`src/rtl/pg_pkg.sv`:
```
package pg_pkg;
  typedef enum logic [1:0] {
    PG_ACTIVE = 2'd0,
    PG_SLEEP  = 2'd1,
    PG_WAKING = 2'd2
  } pg_state_e;
endpackage

```
`src/rtl/pg_idle_timer.sv`:
```
module pg_idle_timer #(
  parameter int CNT_W     = 16,
  parameter int DEF_LIMIT = 1024
) (
  input  logic             clk,
  input  logic             rst_n,
  input  logic             clr,
  input  logic             tick,
  input  logic [CNT_W-1:0] cfg_limit,
  output logic             expire
);
  logic [CNT_W-1:0] cnt;
  logic [CNT_W-1:0] lim;
  logic [CNT_W:0]   cnt_inc;

  // zero in the configuration selects the built-in limit
  function automatic logic [CNT_W-1:0] pick_limit(input logic [CNT_W-1:0] c);
    return (c == '0) ? CNT_W'(DEF_LIMIT) : c;
  endfunction

  assign lim     = pick_limit(cfg_limit);
  assign cnt_inc = {1'b0, cnt} + (CNT_W+1)'(1);
  assign expire  = tick && (cnt_inc >= {1'b0, lim});

  always_ff @(posedge clk) begin
    if (!rst_n)              cnt <= '0;
    else if (clr || expire)  cnt <= '0;
    else if (tick)           cnt <= cnt_inc[CNT_W-1:0];
  end


  idle_clear_chk: assert property (@(posedge clk) disable iff (!rst_n)
    clr |=> (cnt == '0));
endmodule

```
`src/rtl/pg_wake_timer.sv`:
```
module pg_wake_timer #(
  parameter int WAKE_CYC = 4
) (
  input  logic clk,
  input  logic rst_n,
  input  logic load,
  input  logic run,
  output logic done
);
  localparam int WW = (WAKE_CYC < 2) ? 1 : $clog2(WAKE_CYC);

  logic [WW-1:0] cnt;

  assign done = run && (cnt == '0);

  always_ff @(posedge clk) begin
    if (!rst_n)                    cnt <= '0;
    else if (load)                 cnt <= WW'(WAKE_CYC - 1);
    else if (run && cnt != '0)     cnt <= cnt - WW'(1);
  end


  wake_countdown_chk: assert property (@(posedge clk) disable iff (!rst_n)
    (run && !done && !load) |=> (cnt == $past(cnt) - WW'(1)));
endmodule

```
`src/rtl/pg_stat_counter.sv`:
```
module pg_stat_counter #(
  parameter int STAT_W = 32
) (
  input  logic              clk,
  input  logic              rst_n,
  input  logic              en,
  output logic [STAT_W-1:0] cnt
);
  always_ff @(posedge clk) begin
    if (!rst_n)  cnt <= '0;
    else if (en) cnt <= cnt + STAT_W'(1);
  end


  stat_step_chk: assert property (@(posedge clk) disable iff (!rst_n)
    en |=> (cnt == $past(cnt) + STAT_W'(1)));

  stat_hold_chk: assert property (@(posedge clk) disable iff (!rst_n)
    !en |=> $stable(cnt));
endmodule

```
`src/rtl/subarray_pg_ctrl.sv`:
```
module subarray_pg_ctrl
  import pg_pkg::*;
#(
  parameter int CNT_W       = 16,
  parameter int DEF_TIMEOUT = 1024,
  parameter int WAKE_CYC    = 4,
  parameter int STAT_W      = 32
) (
  input  logic              clk,
  input  logic              rst_n,
  input  logic              rd_req,
  input  logic              wr_req,
  input  logic              wr_absorbed,
  input  logic [CNT_W-1:0]  cfg_timeout,
  output logic              pwr_en,
  output logic              ready,
  output logic              is_sleep,
  output logic              is_active,
  output logic [STAT_W-1:0] sleep_cycles,
  output logic [STAT_W-1:0] active_cycles
);
  localparam int NSTAT = 2;

  pg_state_e st, st_nx;
  logic access, idle_tick, idle_clr, idle_expire;
  logic wake_load, wake_run, wake_done;
  logic [NSTAT-1:0]  stat_en;
  logic [STAT_W-1:0] stat_val [NSTAT];

  assign access    = rd_req | wr_req;
  assign idle_tick = (st == PG_ACTIVE) && !access;
  assign idle_clr  = (st != PG_ACTIVE) || access;
  assign wake_load = (st == PG_SLEEP) && access;
  assign wake_run  = (st == PG_WAKING);

  pg_idle_timer #(.CNT_W(CNT_W), .DEF_LIMIT(DEF_TIMEOUT)) u_idle (
    .clk(clk), .rst_n(rst_n), .clr(idle_clr), .tick(idle_tick),
    .cfg_limit(cfg_timeout), .expire(idle_expire));

  pg_wake_timer #(.WAKE_CYC(WAKE_CYC)) u_wake (
    .clk(clk), .rst_n(rst_n), .load(wake_load), .run(wake_run),
    .done(wake_done));

  always_comb begin
    st_nx = st;
    unique case (st)
      PG_ACTIVE: if (idle_expire) st_nx = PG_SLEEP;
      PG_SLEEP:  if (access)      st_nx = PG_WAKING;
      PG_WAKING: if (wake_done)   st_nx = PG_ACTIVE;
      default:                    st_nx = PG_ACTIVE;
    endcase
  end

  always_ff @(posedge clk) begin
    if (!rst_n) st <= PG_ACTIVE;
    else        st <= st_nx;
  end

  assign pwr_en    = (st != PG_SLEEP);
  assign ready     = (st == PG_ACTIVE);
  assign is_sleep  = (st == PG_SLEEP);
  assign is_active = (st == PG_ACTIVE);

  assign stat_en[0] = is_sleep;
  assign stat_en[1] = is_active;

  for (genvar g = 0; g < NSTAT; g++) begin : g_stat
    pg_stat_counter #(.STAT_W(STAT_W)) u_cnt (
      .clk(clk), .rst_n(rst_n), .en(stat_en[g]), .cnt(stat_val[g]));
  end

  assign sleep_cycles  = stat_val[0];
  assign active_cycles = stat_val[1];


  expire_to_sleep_chk: assert property (@(posedge clk) disable iff (!rst_n)
    idle_expire |=> is_sleep);

  access_keeps_active_chk: assert property (@(posedge clk) disable iff (!rst_n)
    (is_active && access) |=> is_active);

  no_skip_wake_chk: assert property (@(posedge clk) disable iff (!rst_n)
    is_sleep |=> !is_active);

  waking_powered_chk: assert property (@(posedge clk) disable iff (!rst_n)
    $rose(pwr_en) |-> !ready);

  absorbed_no_wake_chk: assert property (@(posedge clk) disable iff (!rst_n)
    (is_sleep && wr_absorbed && !access) |=> is_sleep);

  sleep_holds_chk: assert property (@(posedge clk) disable iff (!rst_n)
    (is_sleep && !access) |=> is_sleep);
endmodule

```
`config.mk`:
```
export PLATFORM = sky130hd
export DESIGN_NAME = subarray_pg_ctrl
export DESIGN_NICKNAME = d
export VERILOG_FILES = /design/src/rtl/pg_pkg.sv /design/src/rtl/pg_idle_timer.sv /design/src/rtl/pg_wake_timer.sv /design/src/rtl/pg_stat_counter.sv /design/src/rtl/subarray_pg_ctrl.sv
export SDC_FILE = /design/constraint.sdc
export NUM_CORES = 1
export LEC_CHECK = 0
export BUFFER_PORTS_ARGS = -buffer_cell sky130_fd_sc_hd__buf_2
export CAP_MARGIN = 10
export CORE_ASPECT_RATIO = 0.7
export CORE_MARGIN = 5
export CORE_UTILIZATION = 43
export DETAILED_ROUTE_END_ITERATION = 6
export MAX_ROUTING_LAYER = met4
export PLACE_DENSITY = 0.65
export SYNTH_ARGS = -nofsm -noshare
export SYNTH_HDL_FRONTEND = slang
export SYNTH_SLANG_ARGS = --single-unit
```
`constraint.sdc`:
```
create_clock -name clk -period 8.4 [get_ports clk]
set_input_delay 0.84 -clock clk [delete_from_list [all_inputs] [get_ports clk]]
set_output_delay 0.84 -clock clk [all_outputs]
set_load 0.01 [all_outputs]
```
# Yosys cells after proc, flatten, opt, wreduce, memory -nomap -nowiden
# Cells that the tools add are included.
# W data, S select, Z words.
[op_classes]
addsub = 4
reduce_logical = 16
div = 0
n_eq_ne = 6
magnitude_cmp = 1
bitwise = 2
shift = 0
multipliers = 0
mux = 7
[ops]
columns = ["operator", "n"]
rows = [
  ["$add A32 B1 Y32 const B", 2],
  ["$add A16 B1 Y17 const B", 1],
  ["$ge A17 B16 Y1", 1],
  ["$logic_not A16 Y1", 1],
  ["$mux W16", 1],
  ["$mux W2", 5],
  ["$ne A2 B1 Y1 const B", 3],
  ["$pmux W2 S3", 1],
  ["$reduce_bool A2 Y1", 3],
  ["$logic_and A1 B1 Y1", 5],
  ["$logic_not A2 Y1", 2],
  ["$reduce_and A3 Y1", 1],
  ["$eq A2 B1 Y1 const B", 1],
  ["$eq A2 B2 Y1 const B", 1],
  ["$logic_or A1 B1 Y1", 2],
  ["$ne A2 B2 Y1 const B", 1],
  ["$reduce_or A2 Y1", 1],
  ["$sub A2 B1 Y2 const B", 1],
  ["$logic_not A1 Y1", 1],
  ["$not A1 Y1", 1],
  ["$or A1 B1 Y1", 1],
]
[word_totals]
input_bits = 21
latchBits = 0
ff_bits = 84
ramBits = 0
mem_bits_ro = 0
mem_count = 0
output_inout_bits = 68
elab_cells = 41

# Longest topological paths before layout
# Gate-level depths: netlist of the first run.
[logic_depth]
word_depth = 6
depth_mapped = 12

# By module
# From an unflattened synthesis of the first run, not the netlist that was laid out.
[unflattened]
cells_unflattened = 556
area_unflattened_um2 = 4758.3
[modules_own_cells]
columns = ["module", "area_per_inst_um2", "cells_per_inst", "n_inst"]
rows = [
  ["pg_stat_counter", 1562.7, 176, 2],
  ["pg_idle_timer", 1383.8, 177, 1],
  ["pg_wake_timer", 130.1, 12, 1],
  ["subarray_pg_ctrl", 118.9, 15, 1],
]

# Least setup slack after synthesis of the first run
# Ideal clock, no wire load.
[synth_path]
path_type = "register to register"
from = "register u_idle.cnt[0]"
to = "register u_idle.cnt[10]"
t_arrival_ps = 2826
stages_incl_launch_ff = 13
t_required_ps = 8272
period_less_slack_ps = 2954
path_slack_ps = 5446
path_buffers = 1
path_cell_list = "dfxtp_1 > ha_1 > nand3_1 > nor2_1 > nand4_1 > xnor2_1 > ha_1 > nand3_1 > or3_1 > a311o_1 > nand4b_1 > clkbuf_1 > nor2b_1"
[synth_between]
elab_chain_cells = 5
[synth_lines]
columns = ["item", "line", "source"]
rows = [
  ["from (decl)", "pg_idle_timer.sv:12", "logic [CNT_W-1:0] cnt;"],
  ["from (signal assigned)", "pg_idle_timer.sv:28", "else if (tick) cnt <= cnt_inc[CNT_W-1:0];"],
  ["$add A16 B1 Y17", "pg_idle_timer.sv:22", "assign cnt_inc = {1'b0, cnt} + (CNT_W+1)'(1);"],
  ["via u_idle.cnt_inc[14]", "pg_idle_timer.sv:14", "logic [CNT_W:0] cnt_inc;"],
  ["$ge A17 B16 Y1", "pg_idle_timer.sv:23", "assign expire = tick && (cnt_inc >= {1'b0, lim});"],
  ["$logic_and A1 B1 Y1", "pg_idle_timer.sv:23", ""],
  ["$logic_or A1 B1 Y1", "pg_idle_timer.sv:27", "else if (clr || expire) cnt <= '0;"],
  ["$reduce_or A2 Y1 (no source line)", "n/a", ""],
]
# The timed path passes the listed nets, and every way through them passes these cells.
# A chain may end at the register's enable or synchronous reset.

# Worst setup path in the final report of the first run
[layout_path]
from = "register u_idle.cnt[0]"
to = "register u_idle.cnt[14]"
[layout_between]
elab_chain_cells = 5
[layout_lines]
columns = ["item", "line"]
rows = [
  ["$add A16 B1 Y17 (*)", "pg_idle_timer.sv:22"],
  ["via u_idle.cnt_inc[14]", "pg_idle_timer.sv:14"],
  ["$ge A17 B16 Y1", "pg_idle_timer.sv:23"],
  ["$logic_and A1 B1 Y1", "pg_idle_timer.sv:23"],
  ["$logic_or A1 B1 Y1", "pg_idle_timer.sv:27"],
  ["$reduce_or A2 Y1 (no source line)", "n/a"],
]
# The timed path passes the listed nets; every way through them passes the cells marked *.

==> results of run 1 <==
metrics by stage:
step,util,setup slack (ns),power (µW),hold slack (ns),instances
floorplan,-,5.446,425.0,0.4449,490
global placement,0.4986,4.959,435.2,0.4628,689
detailed placement,0.4986,4.908,436.1,0.4773,689
CTS,0.5296,4.890,840.6,0.4929,704
global route,0.5296,4.639,858.2,0.5067,704
finish,0.5296,4.893,827.0,0.4872,704
where the power goes:
part	leakage, µW	internal [µW]	switching [µW]
Combinational	0.00152	10.6	14.1
Sequential	0.000677	400	2.20
Clock	0.000149	253	147
Total	0.00235	664	163
worst max-delay path: stages (launching register included):
cell	delay, ns
dfxtp_1	0.40
ha_1	0.21
nand3_1	0.22
nor2_1	0.39
nand4_1	0.17
xnor2_1	0.18
ha_1	0.31
nand3_1	0.08
or3_1	0.42
a311o_1	0.32
nand4b_1	0.54
nor2b_1	0.11
kinds of logic after synthesis:
family / Yosys count
simple gates: 236
flops: 84
xor+xnor: 69
buf+inv: 45
compound gates: 35
fa+ha+maj: 20
mux: 1
cell usage after synthesis, drive strengths merged, types with 3 or more instances:
cell type,n,area (µm²)
nor3,12,60.06
dfxtp,84,1682
nand3b,3,22.52
and2,51,319.1
and4,7,63.81
xnor2,40,350.3
a31oi,3,18.77
nand3,22,110.1
a21oi,7,35.03
nor4,15,115.1
and3,8,50.05
nand2b,3,18.77
inv,28,105.1
ha,20,250.2
xor2,29,254.0
clkbuf,14,52.55
or3,4,25.02
a21boi,5,37.53
buf,3,20.01
nand4,24,177.7
nand2,38,142.6
o21ai,7,35.03
nor2,16,62.56
nor2b,23,143.9
o21a,3,22.52
how the worst max path moves through the flow:
stage | start | endpoint | slack (ns)
floorplan | u_idle.cnt[0]$_SDFFE_PP0P_ | u_idle.cnt[10]$_SDFFE_PP0P_ | 5.45
global placement | u_idle.cnt[0]$_SDFFE_PP0P_ | u_idle.cnt[14]$_SDFFE_PP0P_ | 4.96
detailed placement | u_idle.cnt[0]$_SDFFE_PP0P_ | u_idle.cnt[7]$_SDFFE_PP0P_ | 4.91
CTS | u_idle.cnt[0]$_SDFFE_PP0P_ | u_idle.cnt[7]$_SDFFE_PP0P_ | 4.89
global route | u_idle.cnt[0]$_SDFFE_PP0P_ | u_idle.cnt[7]$_SDFFE_PP0P_ | 4.64
finish | u_idle.cnt[0]$_SDFFE_PP0P_ | u_idle.cnt[14]$_SDFFE_PP0P_ | 4.89
state kept, by name, summed over array words and instances, names as in the netlist:
name	cells
u_wake.cnt	2
st	2
u_idle.cnt	16
g_stat.u_cnt.cnt	64
layer usage:
metal  wire length (µm)  vias to the layer above  share of wire  GRT usage
met5                  0                        -              0          -
met4                 91                        0         0.0094    0.05450
met3                505                        6          0.052    0.04602
met2               4273                       90           0.44     0.2415
met1               4838                     1677           0.50     0.2273
li1                   -                     1842              -          -
cell usage in the layout (no fill, tap or decap), types with 6 or more instances in the layout:
cell type | Yosys | layout
nand4_1 | 21 | 21
xor2_1 | 29 | 29
nand2_1 | 38 | 38
nor2_1 | 15 | 15
ha_1 | 20 | 20
a21oi_1 | 7 | 7
nand3_1 | 22 | 22
inv_1 | 28 | 28
nor2b_1 | 23 | 23
buf_2 | 1 | 87
o21ai_0 | 7 | 7
and2_1 | 51 | 51
xnor2_1 | 40 | 40
nor4_1 | 13 | 13
nor3_1 | 12 | 12
dfxtp_1 | 84 | 84
clkbuf_16 | 0 | 9
and4_1 | 6 | 6
and3_1 | 8 | 8
layout make-up:
type	count	area, µm²	area share
Clock buffer	14	274.0	0.05281
Tap cell	128	160.2	0.03087
Multi-Input combinational cell	361	2495	0.4808
Clock inverter	1	30.03	0.005787
Timing Repair Buffer	88	442.9	0.08536
Sequential cell	84	1682	0.3241
Inverter	28	105.1	0.02026
==> flow_metrics.env, run 1 <==
export IMPL_yosysUniqueCellTypes=49
export IMPL_hold_viol=0
export IMPL_grt_pass1_vias=3400
export IMPL_vias_per_cell=5.135
export IMPL_crit_required_ns=8.59
export IMPL_syn_area_per_cell_um2=8.886
export IMPL_ys_ff_latch=84
export IMPL_syn_area_um2=4354
export IMPL_postSynth_asyncResetShare=0
export IMPL_core_um2=9797
export IMPL_tns_ns=0
export IMPL_worst_hold_path_endpoint="u_idle.cnt[0]$_SDFFE_PP0P_"
export IMPL_wl_um=9709
export IMPL_post_cts_resized=0
export IMPL_tightest_slew_ns=1.081
export IMPL_io_buffers=87
export IMPL_cp_end_kind="register"
export IMPL_yosys_mux_area_fraction=0.002299
export IMPL_htreeDepth=3
export IMPL_synth_edf_count=0
export IMPL_hold_buffers=0
export IMPL_syn_num_nets=531
export IMPL_finalInstanceArea_um2=5189
export IMPL_max_slew_margin_rel=0.2730
export IMPL_rows=30
export IMPL_hp_class="register to register"
export IMPL_p_per_area_nw_per_um2=159.4
export IMPL_finalCritPeriodShare=0.4175
export IMPL_pin_count=89
export IMPL_place_gp_congestion=0.8345
export IMPL_rsz0062_at_grt="false"
export IMPL_irDropWorstVdd_mv=0.09738
export IMPL_grt_max_degree=71
export IMPL_path_max_fanout=16
export IMPL_cts_sinks=84
export IMPL_clk_pin_slew_ns=0.06
export IMPL_grt_pass1_wl_um=16250
export IMPL_cts_path_max_buffers=2
export IMPL_fmax_mhz=285.1
export IMPL_fin_crit_ns=3.507
export IMPL_synth_adder_area_share=0.05747
export IMPL_insertion_delay_ns=0.33
export IMPL_drc=0
export IMPL_die_w_um=130.3
export IMPL_synth_top_family_by_area="simple AND/OR/NAND/NOR gates"
export IMPL_die_area_um2=12270
export IMPL_synthFlopType="dfxtp_1"
export IMPL_synth_xor_area_share=0.1388
export IMPL_yosys_area_share_simple=0.3210
export IMPL_drv_cap=0
export IMPL_ant_nets=0
export IMPL_cts_root_buf="clkbuf_16"
export IMPL_placed_area_um2=4885
export IMPL_hold_start="u_idle.cnt[0]$_SDFFE_PP0P_"
export IMPL_grt_antenna_before_repair=0
export IMPL_area_growth_synth_to_final_pct=19.17
export IMPL_diodes=0
export IMPL_nets=613
export IMPL_synth_compound_area_frac=0.05345
export IMPL_overflow=0
export IMPL_crit_type="register to register"
export IMPL_wl_per_cell_um=13.79
export IMPL_finalSetupViolCount=0
export IMPL_drive_gt1_frac=0.1910
export IMPL_p_leak_uw=0.002349
export IMPL_cts_tree="built"
export IMPL_die_h_um=94.19
export IMPL_fill_cells=925
export IMPL_start_util=0.4444
export IMPL_cts_buffers=9
export IMPL_start_kind="register"
export IMPL_r2r_end="u_idle.cnt[14]$_SDFFE_PP0P_"
export IMPL_synth_cells=490
export IMPL_status="completed"
export IMPL_ys_seq_area_frac=0.3862
export IMPL_r2r_cells=11
export IMPL_drt_pass1_iter_count=4
export IMPL_skew_ns=0.005735
export IMPL_ys_warn_count=0
export IMPL_arrival_ns=3.70
export IMPL_drt_iter0_markers=166
export IMPL_drv_slew=0
export IMPL_vias=3615
export IMPL_rrSetupSlack_ns=4.89
export IMPL_post_cts_setup_buffers=0
export IMPL_crit_reg2reg_launch="u_idle.cnt[0]$_SDFFE_PP0P_"
export IMPL_post_dp_hpwl_um=7122
export IMPL_gr_usage_all_layers=0.1677
export IMPL_holdPathStages=1
No activity file was read; power rests on OpenSTA's default activity.
==> run 2: changes to the inputs <==
clock period = 3.5 ns   (was 8.4 ns; I/O delays follow)
==> run 2 against run 1 <==
Compared with the run above: design area is 0.29% higher; combinational power increased by 150%; maximum frequency rose by 18%; utilization up 0.15 points; register-to-register slack got worse by 4.4 ns; routed wire length up 2.1%; global-route usage rose by 0.51 points; power grew 130%; critical path depth grew 1; cell count up 0.57%.
==> flow_metrics.env, run 2 (synthesis gave the netlist of run 1 again) <==
export IMPL_io_buffers=87
export IMPL_max_slew_margin_rel=0.3136
export IMPL_power_uw=1933
export IMPL_drt_iter0_markers=178
export IMPL_die_area_um2=12270
export IMPL_rows=30
export IMPL_crit_reg2reg_launch="u_idle.cnt[0]$_SDFFE_PP0P_"
export IMPL_crit_required_ns=3.72
export IMPL_fin_ws_ns=0.5314
export IMPL_overflow=0
export IMPL_whs_ns=0.3197
export IMPL_area_growth_synth_to_final_pct=19.51
export IMPL_final_util=0.5312
export IMPL_final_cell_mix="87 x buf_2, 84 x dfxtp_1, 51 x and2_1"
export IMPL_insertion_delay_ns=0.33
export IMPL_cts_buffers=9
export IMPL_hold_viol=0
export IMPL_path_max_fanout=8
export IMPL_vias_per_cell=5.100
export IMPL_final_common_cell="buf_2"
export IMPL_pre_cts_ws_ns=0.5702
export IMPL_post_cts_resized=0
export IMPL_cp_end_kind="register"
export IMPL_core_um2=9797
export IMPL_nets=617
export IMPL_skew_ns=0.006531
export IMPL_worst_hold_path_endpoint="st[0]$_SDFFE_PN0P_"
export IMPL_status="completed"
export IMPL_fmax_mhz=336.9
export IMPL_irDropWorstVdd_mv=0.2006
export IMPL_rsz0062_at_grt="false"
export IMPL_gr_usage_all_layers=0.1729
export IMPL_vias=3611
export IMPL_holdPathStages=4
export IMPL_post_dp_hpwl_um=7292
export IMPL_fill_cells=912
export IMPL_crit_type="register to register"
export IMPL_r2r_end="u_idle.cnt[7]$_SDFFE_PP0P_"
export IMPL_grt_antenna_before_repair=0
export IMPL_finalCritPeriodShare=0.8482
export IMPL_cts_path_max_buffers=2
export IMPL_arrival_ns=3.19
export IMPL_r2r_cells=12
export IMPL_clk_pin_slew_ns=0.06
export IMPL_cts_sinks=84
export IMPL_start_kind="register"
export IMPL_cts_root_buf="clkbuf_16"
export IMPL_drt_pass1_iter_count=4
export IMPL_drv_slew=0
export IMPL_place_gp_congestion=0.8629
export IMPL_post_cts_setup_buffers=0
export IMPL_hold_start="wr_req"
export IMPL_largest_reg_flops=64
export IMPL_finalSetupViolCount=0
export IMPL_ant_nets=0
export IMPL_grt_pass1_wl_um=16580
export IMPL_cts_tree="built"
export IMPL_fin_crit_ns=2.969
export IMPL_p_per_area_nw_per_um2=371.6
export IMPL_start_util=0.4444
export IMPL_drive_gt1_frac=0.1983
export IMPL_p_leak_uw=0.002364
export IMPL_hp_class="input port to register"
export IMPL_rrSetupSlack_ns=0.53
export IMPL_htreeDepth=3
export IMPL_drv_cap=0
export IMPL_drc=0
export IMPL_die_h_um=94.19
export IMPL_largestRegisters="g_stat.u_cnt.cnt x64, u_idle.cnt x16"
export IMPL_largest_register="g_stat.u_cnt.cnt"
export IMPL_pin_count=89
export IMPL_grt_max_degree=70
export IMPL_wl_um=9911
export IMPL_wl_per_cell_um=14.00
export IMPL_hold_buffers=0
export IMPL_tightest_slew_ns=1.020
export IMPL_grt_pass1_vias=3424
export IMPL_die_w_um=130.3
export IMPL_diodes=0
export IMPL_tns_ns=0
[run 2: cell count changes in the layout (fill, tap and decap cells not counted), sizes merged]
cell    before  now
bufinv       1    0
buf         88   92
clkinv       0    1
[run 2: per-layer routing]
metal	wire length, µm	vias up	GRT usage	part of all wire
met5	0	-	-	0
met4	91	0	0.03547	0.0092
met3	583	9	0.05511	0.059
met2	4349	80	0.2585	0.44
met1	4886	1682	0.2300	0.49
li1	-	1840	-	-
[run 2: final cells by class]
cell class / count / area [µm²] / area share
Timing Repair Buffer: 92 / 473.0 / 0.09089
Clock inverter: 1 / 5.005 / 0.0009618
Inverter: 28 / 105.1 / 0.02020
Tap cell: 128 / 160.2 / 0.03078
Multi-Input combinational cell: 361 / 2495 / 0.4794
Clock buffer: 14 / 284.0 / 0.05458
Sequential cell: 84 / 1682 / 0.3232
[run 2: power by group]
part | internal [µW] | total (µW) | switching, µW
combinational | 26.2 | 61.0 | 34.8
clock | 553 | 908 | 354
sequential | 960 | 965 | 4.92
total | 1540 | 1930 | 394
[run 2: how the worst max path moves through the flow]
| stage | startpoint | to | slack, ns | depth (start not counted) |
|---|---|---|---|---|
| after floorplan | u_idle.cnt[0]$_SDFFE_PP0P_ | u_idle.cnt[10]$_SDFFE_PP0P_ | 0.55 | 12 |
| after global placement | u_idle.cnt[0]$_SDFFE_PP0P_ | u_idle.cnt[14]$_SDFFE_PP0P_ | 0.65 | 13 |
| after detailed placement | u_idle.cnt[0]$_SDFFE_PP0P_ | u_idle.cnt[10]$_SDFFE_PP0P_ | 0.57 | 13 |
| after CTS | u_idle.cnt[0]$_SDFFE_PP0P_ | u_idle.cnt[7]$_SDFFE_PP0P_ | 0.52 | 12 |
| after global routing | u_idle.cnt[0]$_SDFFE_PP0P_ | u_idle.cnt[10]$_SDFFE_PP0P_ | 0.34 | 12 |
| final | u_idle.cnt[0]$_SDFFE_PP0P_ | u_idle.cnt[7]$_SDFFE_PP0P_ | 0.53 | 12 |
[run 2: critical path, stage by stage, from the launching register on]
cell and delay (ns):
dfxtp_1 0.40, ha_1 0.22, nand3_1 0.20, nor2_1 0.22, nand4_1 0.14, xnor2_1 0.18, ha_1 0.31, nand3_1 0.08
or3_1 0.42, a311o_1 0.32, nand4b_1 0.13, buf_4 0.17, nor2b_1 0.05
[run 2: stage by stage]
step	cells	instance area (µm²)
global placement	693	4915
floorplan	490	4354
detailed placement	693	4915
finish	708	5204
CTS	708	5204
global route	708	5204
==> run 3: changes to the inputs <==
clock period = 2.9 ns   (was 3.5 ns; I/O delays follow)
==> run 3 against run 2 <==
Compared with the run above: critical path depth did not move; design area increased by 0.51%; combinational power up 24%; power up 17%; cell count is 0.56% higher; global-route usage shrank 0.077 points; flip-flop and latch count stayed put; via count down 0.69%.
==> flow_metrics.env, run 3 (synthesis gave the netlist of run 1 again) <==
export IMPL_status="completed"
export IMPL_insertion_delay_ns=0.34
export IMPL_drc=0
export IMPL_instances_no_fill=712
export IMPL_critPathSlowestCell="or3_4"
export IMPL_start_util=0.4444
export IMPL_grt_pass1_vias=3438
export IMPL_diodes=0
export IMPL_fill_cells=920
export IMPL_crit_type="register to register"
export IMPL_overflow=0
export IMPL_crit_chain="ha_2, nand3_2, nor2_2, nand4_1, xnor2_1, ha_1, nand3_1, or3_4, a311o_1, nand4b_1, buf_4, nor2b_1"
export IMPL_vias_per_cell=5.037
export IMPL_crit_required_ns=3.12
export IMPL_arrival_ns=2.94
export IMPL_final_cell_mix="87 x buf_2, 82 x dfxtp_1, 51 x and2_1"
export IMPL_max_slew_margin_rel=0.5370
export IMPL_rsz0062_at_grt="false"
export IMPL_largestRegisters="g_stat.u_cnt.cnt x64, u_idle.cnt x16"
export IMPL_cts_buffers=9
export IMPL_grt_max_degree=70
export IMPL_irDropWorstVdd_mv=0.3040
export IMPL_fin_crit_ns=2.720
export IMPL_vias=3586
export IMPL_grt_antenna_before_repair=0
export IMPL_cts_path_max_buffers=2
export IMPL_register_area_um2=1684
export IMPL_rows=30
export IMPL_drt_iter0_markers=168
export IMPL_wl_per_cell_um=13.99
export IMPL_fmax_mhz=367.6
export IMPL_cp_end_kind="register"
export IMPL_hp_class="input port to register"
export IMPL_drive_gt1_frac=0.2158
export IMPL_grt_pass1_wl_um=16610
export IMPL_start_kind="register"
export IMPL_drv_slew=0
export IMPL_area_growth_synth_to_final_pct=20.12
export IMPL_p_per_area_nw_per_um2=432.1
export IMPL_max_stage_delay_ns=0.41
export IMPL_post_dp_hpwl_um=7331
export IMPL_drv_cap=0
export IMPL_nets=622
export IMPL_cts_tree="built"
export IMPL_multi_input_area_um2=2512
export IMPL_ant_nets=0
export IMPL_finalSetupViolCount=0
export IMPL_hold_viol=0
export IMPL_finalCritPeriodShare=0.9380
export IMPL_largest_reg_flops=64
export IMPL_drt_pass1_iter_count=4
export IMPL_die_w_um=130.3
export IMPL_clk_pin_slew_ns=0.05
export IMPL_cts_root_buf="clkbuf_16"
export IMPL_whs_ns=0.2452
export IMPL_hold_buffers=0
export IMPL_p_leak_uw=0.002374
export IMPL_wl_um=9962
export IMPL_path_max_fanout=8
export IMPL_final_util=0.5338
export IMPL_core_um2=9797
export IMPL_cts_sinks=84
export IMPL_tightest_slew_ns=0.6893
export IMPL_final_common_cell="buf_2"
export IMPL_tns_ns=0
export IMPL_place_gp_congestion=0.8706
export IMPL_die_area_um2=12270
export IMPL_die_h_um=94.19
export IMPL_skew_ns=0.008065
export IMPL_place_inst=697
export IMPL_gr_usage_all_layers=0.1721
export IMPL_htreeDepth=3
export IMPL_pin_count=89
export IMPL_largest_register="g_stat.u_cnt.cnt"
export IMPL_io_buffers=87
## run 3: cell types whose count changed in the layout (fill, tap and decap cells not counted), moves of 2 or more
cell      previous run  this run
buf_4                5        10
clkbuf_8             4         1
clkinv_2             1         3
dfxtp_1             84        82
dfxtp_2              0         2
nor2_1              15        13
nor2_2               1         3
## run 3: repair_timing
item,4_1_cts,5_1_grt
endpoints found under the hold margin,0,0
endpoints found under the setup margin,0,16
buffers inserted,0,1
resized for setup,0,7
## run 3: final timing paths
kind                                              from                                    to  slack, ns  cells past startpoint
setup reg to reg            u_idle.cnt[0]$_SDFFE_PP0P_            u_idle.cnt[2]$_SDFFE_PP0P_       0.18                     12
hold reg to reg   g_stat[1].u_cnt.cnt[31]$_SDFFE_PN0P_  g_stat[1].u_cnt.cnt[31]$_SDFFE_PN0P_       0.49                      2
setup / recovery            u_idle.cnt[0]$_SDFFE_PP0P_            u_idle.cnt[2]$_SDFFE_PP0P_       0.18                     12
hold / removal                                  wr_req                    st[0]$_SDFFE_PN0P_       0.25                      4
## run 3: layout make-up
type                       instances  share of cell area
clock inverter                     3            0.002871
tap                              128             0.03062
multi-input combinational        361              0.4804
timing repair buffer              97             0.09761
clock buffer                      11             0.04641
inverter                          28             0.02010
sequential                        84              0.3220
## run 3: layer usage
layer	vias up	global-route usage	routed length [µm]
met5	-	-	0
met2	93	0.2487	4334
met1	1626	0.2317	4922
met3	13	0.04830	592
li1	1854	-	-
met4	0	0.05623	112
## run 3: where the power goes
group | leakage [µW] | switching (µW) | internal (µW)
Combinational | 0.00156 | 43.0 | 32.7
Clock | 0.000131 | 431 | 589
Sequential | 0.000678 | 6.03 | 1160
Total | 0.00237 | 480 | 1780
## run 3: metrics by stage
step	worst slack, ns	area, µm²	total power [µW]
final	0.1798	5230	2260
after global routing	0.02516	5230	2353
after CTS	0.03648	5202	2290
after detailed placement	0.05262	4945	1267
after global placement	0.09774	4945	1264
after floorplan	0.03418	4355	1231
## run 3: critical path: cells and delay by family, from the launching register on
kind,cells,cell delay (ns)
xor gates and xnor gates,1,0.16
buffers and inverters,1,0.17
adders and majority gates,2,0.52
DFF,1,0.37
AOI/OAI and AO/OA,1,0.31
and+or+nand+nor,7,1.08
